$ cat config.mk
export PLATFORM = sky130hd
export DESIGN_NAME = mc_datapath
export DESIGN_NICKNAME = d
export VERILOG_FILES = /design/src/rtl/mc_datapath.sv
export SDC_FILE = /design/constraint.sdc
export NUM_CORES = 2
export LEC_CHECK = 0
export BUFFER_PORTS_ARGS = -buffer_cell sky130_fd_sc_hd__buf_2
export CORE_MARGIN = 1.5
export CORE_UTILIZATION = 49
export DETAILED_ROUTE_END_ITERATION = 6
export PLACE_DENSITY_LB_ADDON = 0.08
export SLEW_MARGIN = 0
export SYNTH_ARGS = -nofsm -noshare
export SYNTH_HDL_FRONTEND = slang
export SYNTH_SLANG_ARGS = --single-unit
$ cat constraint.sdc
create_clock -name clk -period 6.6 [get_ports clk]
set_input_delay 0 -clock clk [delete_from_list [all_inputs] [get_ports clk]]
set_output_delay 0 -clock clk [all_outputs]
set_load 0.01 [all_outputs]
$ cat src/rtl/mc_datapath.sv
module mc_datapath #(
  parameter int XW = 32,
  parameter logic [31:0] RESET_PC = 32'h0
) (
  input  logic          clk,
  input  logic          rst_n,
  input  logic          pc_wr,
  input  logic          pc_wr_zero,
  input  logic [1:0]    pc_src,
  input  logic          addr_sel,
  input  logic          ir_load,
  input  logic          rf_we,
  input  logic          dst_sel,
  input  logic          wb_sel,
  input  logic          srca_sel,
  input  logic [1:0]    srcb_sel,
  input  logic [2:0]    alu_op,
  input  logic          mem_rd_req,
  input  logic          mem_wr_req,
  output logic [XW-1:0] mem_addr,
  output logic [XW-1:0] mem_wdata,
  input  logic [XW-1:0] mem_rdata,
  output logic          mem_re,
  output logic          mem_we,
  output logic [5:0]    opcode,
  output logic [5:0]    funct,
  output logic          zero
);
  localparam int NREG = 32;
  localparam int IMMW = 16;

  logic [XW-1:0] pc_q, ir_q, mdr_q, a_q, b_q, alu_q;
  logic [XW-1:0] rf [NREG];
  logic [XW-1:0] imm_x, src_a, src_b, alu_y, pc_nxt, wb_data;
  logic [4:0]    rs_f, rt_f, rd_f, wr_idx;
  logic          pc_en;

  assign rs_f   = ir_q[25:21];
  assign rt_f   = ir_q[20:16];
  assign rd_f   = ir_q[15:11];
  assign opcode = ir_q[31:26];
  assign funct  = ir_q[5:0];

  assign imm_x     = {{(XW-IMMW){ir_q[IMMW-1]}}, ir_q[IMMW-1:0]};
  assign src_a     = srca_sel ? a_q : pc_q;
  assign mem_addr  = addr_sel ? alu_q : pc_q;
  assign mem_wdata = b_q;
  assign mem_re    = mem_rd_req;
  assign mem_we    = mem_wr_req;
  assign wr_idx    = dst_sel ? rd_f : rt_f;
  assign wb_data   = wb_sel ? mdr_q : alu_q;

  always_comb begin
    case (srcb_sel)
      2'b00:   src_b = b_q;
      2'b01:   src_b = {{(XW-3){1'b0}}, 3'd4};
      2'b10:   src_b = imm_x;
      default: src_b = imm_x << 2;
    endcase
  end

  always_comb begin
    case (alu_op)
      3'b000:  alu_y = src_a & src_b;
      3'b001:  alu_y = src_a | src_b;
      3'b010:  alu_y = src_a + src_b;
      3'b110:  alu_y = src_a - src_b;
      3'b111:  alu_y = {{(XW-1){1'b0}}, $signed(src_a) < $signed(src_b)};
      default: alu_y = '0;
    endcase
  end

  assign zero = (alu_y == '0);

  always_comb begin
    case (pc_src)
      2'b00:   pc_nxt = alu_y;
      2'b01:   pc_nxt = alu_q;
      2'b10:   pc_nxt = {pc_q[XW-1:XW-4], ir_q[25:0], 2'b00};
      default: pc_nxt = pc_q;
    endcase
  end

  assign pc_en = pc_wr | (pc_wr_zero & zero);

  always_ff @(posedge clk) begin
    if (!rst_n) begin
      pc_q  <= RESET_PC;
      ir_q  <= '0;
      mdr_q <= '0;
      a_q   <= '0;
      b_q   <= '0;
      alu_q <= '0;
    end else begin
      if (pc_en)   pc_q <= pc_nxt;
      if (ir_load) ir_q <= mem_rdata;
      mdr_q <= mem_rdata;
      a_q   <= rf[rs_f];
      b_q   <= rf[rt_f];
      alu_q <= alu_y;
    end
  end

  always_ff @(posedge clk) begin
    if (!rst_n) begin
      for (int i = 0; i < NREG; i++) rf[i] <= '0;
    end else if (rf_we && wr_idx != 5'd0) begin
      rf[wr_idx] <= wb_data;
    end
  end

  p_pc_hold_r6: assert property (@(posedge clk) disable iff (!rst_n)
    (!pc_wr && !pc_wr_zero) |=> $stable(pc_q));

  p_jump_r5: assert property (@(posedge clk) disable iff (!rst_n)
    (pc_wr && pc_src == 2'b10) |=>
      (pc_q[XW-1:XW-4] == $past(pc_q[XW-1:XW-4]) && pc_q[1:0] == 2'b00));

  p_ir_hold_r7: assert property (@(posedge clk) disable iff (!rst_n)
    !ir_load |=> $stable(ir_q));

  p_r0_read_r8: assert property (@(posedge clk) disable iff (!rst_n)
    (rs_f == 5'd0) |=> (a_q == '0));

  p_mdr_every_r9: assert property (@(posedge clk) disable iff (!rst_n)
    1'b1 |=> (mdr_q == $past(mem_rdata)));
endmodule

==> results.ini <==
[status]
status=finished clean

[routing]
vias=46300
vias_per_cell=6.85
drtIter0Drc=6972
wirelength_um=246000
dr.pass1.iters=7
avgRoutedWirePerCell_um=36.4
postRouteAntennaNets=0
post-route-drc-count=0

[logic_synthesis]
synth_cells=4901
synth.distinct_cells=81
yosysSeqAreaShare_pct=52.9
synth.most_common_cell=nor2_1
synth_area_um2=65400
synth_edf_count=1024
synth_xor_area_share_pct=0.415
synthArstFlopShare_pct=0
synth_top_family_by_area=multiplexers
synth-adder-area-share_pct=2.42
synth_area_leaders=edfxtp_1, mux4_2, nor2_1
netlist.area_leader.share_pct=47.0
synth_compound_area_share_pct=4.78
synth_ff_type=edfxtp_1
ys_ff_latch=1216
synthTopCellsByCount=nor2_1, edfxtp_1, mux4_2
synthMuxAreaShare_pct=25.8
synth-simple-area-share_pct=10.0
yosys_warnings=0
synth_area_per_cell_um2=13.3
yosysTopAreaCell=edfxtp_1

[critical_path]
cpPeakStageDelay_ns=0.60
worstSetupEndpointType=output port
crit_top_cell=or4_1
critical_path.top_delay_family=simple AND/OR/NAND/NOR gates
r2r-start=ir_q[2]$_SDFFE_PN0P_
crit_chain=mux2_2 -> a22o_1 -> ha_1 -> nand2_1 -> o31ai_2 -> xnor2_1 -> o22ai_1 -> a21o_1 -> or4_1 -> or4_1 -> nor4_1 -> nand4_1 -> or3_2 -> nor2_1 -> buf_2
startpoint=ir_q[2]$_SDFFE_PN0P_
cp-start-kind=flip-flop
critPathMaxFanout=7
crit_arrival_ns=6.41
cp_num_buf_inv=1
cp_data_required_time_ns=6.60
crit_slowest_cell=or4_1
critPathKind=reg2out

[grt]
grt_usage_pct=36.2
grt_max_degree=116
antenna_found_initial=10
overflow=0
grt_pass1_vias=44500
grt_pass1_wl_um=342000

[timing]
rsz0062_at_grt=no
maxSlewViolCount=0
setup_ws_ns=0.192
fin_crit_sh_pct=97.1
period_needed_ns=6.41
skew_ns=0.0480
fin_tns_setup_ns=0
hold_violations=0
fmax_ghz=0.156
whs_ns=0.00000444
max_slew_margin_pct=14.6
setup_violations=0
tightest_slew_ns=1.25

[cts]
clkTransAtPathRegs_ns=0.06
clock-sinks=1216
cts_buffer_depth=3
post_cts.repair.setup_buffers=0
numCtsBuffers=138
htreeDepth=4
tritoncts=yes
clock_latency_ns=0.80
cts_root_buf=clkbuf_16

[place]
pre_cts_ws_ns=0.545
io_buffers=125
gp_congestion=0.979
dp_hpwl_um=148000
post_dp_cell_area_um2=68100

[die]
std_cell_rows=133
initial_core_util_pct=49.5
io_pins=130
core-area_um2=132000
die_area_um2=136000
die_w_um=368
die_h_um=368

[power_and_ir_drop]
p_leak_nw=25.1
cellPowerDensity_nw_per_um2=272
ir_drop_uv=237

[final_layout]
seqCellArea_um2=34600
num-fill-cells=10800
final_nets=5066
num_antenna_cells=0
stdcell_area_um2=73000
multiInputGateArea_um2=29100
syn_to_final_growth_pct=11.7
drive_gt1_share_pct=25.1

[worst_hold_path]
worstHoldStart=mem_wr_req
min_path_type=in2out

[job]
drv_cap=0

[path summary, 6_finish.rpt]
kind | cells past startpoint | slack (ns) | end
worst max-delay path | 15 | 0.19 | zero
worst min-delay path | 0 | 0.000004 | mem_we
worst max register to register | 15 | 0.66 | pc_q[9]$_SDFFE_PN0P_
worst min register to register | 2 | 0.49 | ir_q[26]$_SDFFE_PN0P_
[worst reg2reg max path: cells and delay by family (launching register included)]
family	cells	cell delay [ns]
compound gates	5	1.16
xor+xnor	1	0.18
fa+ha+maj	1	0.51
flops	1	0.38
mux	1	0.29
simple gates	7	3.30
[sequential cells by signal (all words and copies together), names as in the netlist]
name	cells
mem_wdata	32
ir_q	32
alu_q	32
pc_q	32
a_q	32
rf	1024
mdr_q	32
[cells by family after synthesis]
family                     count (synthesis)
adders and majority gates                125
buffers and inverters                    609
xor gates and xnor gates                  31
AOI/OAI and AO/OA                        451
and+or+nand+nor                         1588
muxes                                    880
other                                      1
DFF                                     1216
[timing repair]
| action | 4_1_cts | 5_1_grt |
|---|---|---|
| hold endpoints to repair | 105 | 0 |
| setup endpoints to repair | 0 | 1 |
| hold buffers | 53 | 0 |
| gates resized for setup | 0 | 1 |
[metal layers]
layer | vias up | part of all wire (%) | global-route usage [%]
met1 | 24000 | 39 | 52.0
met2 | 3294 | 45 | 53.8
met3 | 488 | 13 | 9.54
met4 | 8 | 3.4 | 11.6
met5 | - | 0.095 | 1.03
li1 | 18500 | - | -
[per-stage QoR]
stage	total power [mW]	utilization [%]	cells
after floorplan	11.0	-	4932
after global placement	12.3	51.6	6452
after detailed placement	12.3	51.6	6452
after CTS	19.9	55.3	6758
after global routing	20.4	55.3	6758
final	19.9	55.3	6758
[placed cells by master (no fill, tap or decap), types with 15 or more instances in the layout]
| cell type | instances |
|---|---|
| nand2_1 | 102 |
| nand2_2 | 52 |
| mux2i_4 | 27 |
| a211oi_1 | 17 |
| inv_1 | 119 |
| a21oi_1 | 101 |
| buf_4 | 123 |
| mux4_2 | 640 |
| o31ai_1 | 19 |
| and2_1 | 56 |
| a22o_1 | 15 |
| nor3_1 | 23 |
| mux2_2 | 52 |
| a31oi_1 | 21 |
| clkbuf_16 | 139 |
| dfxtp_1 | 182 |
| a221o_1 | 18 |
| mux2i_1 | 156 |
| xnor2_1 | 26 |
| o211ai_1 | 15 |
| conb_1 | 32 |
| a21o_1 | 25 |
| edfxtp_1 | 1024 |
| nand3_1 | 26 |
| nor4_1 | 19 |
| ha_1 | 122 |
| dlygate4sd3_1 | 53 |
| nor2_1 | 1205 |
| clkbuf_1 | 57 |
| buf_2 | 123 |
| o311ai_1 | 21 |
| o21ai_0 | 74 |
[where the power goes]
group          total, mW  internal (mW)  switching [mW]
registers           8.98           8.65           0.322
clock network       7.62           4.30            3.32
logic               3.30           1.24            2.06
total               19.9           14.2            5.70
[layout make-up]
type	count	area share, %
flip-flops and latches	1216	47.4
inverters	120	0.624
clock buffers	202	5.17
repair buffers	307	3.05
clock inverters	51	0.882
well taps	1755	3.01
multi-input cells	3107	39.8
(Power assumes the default switching activity.)
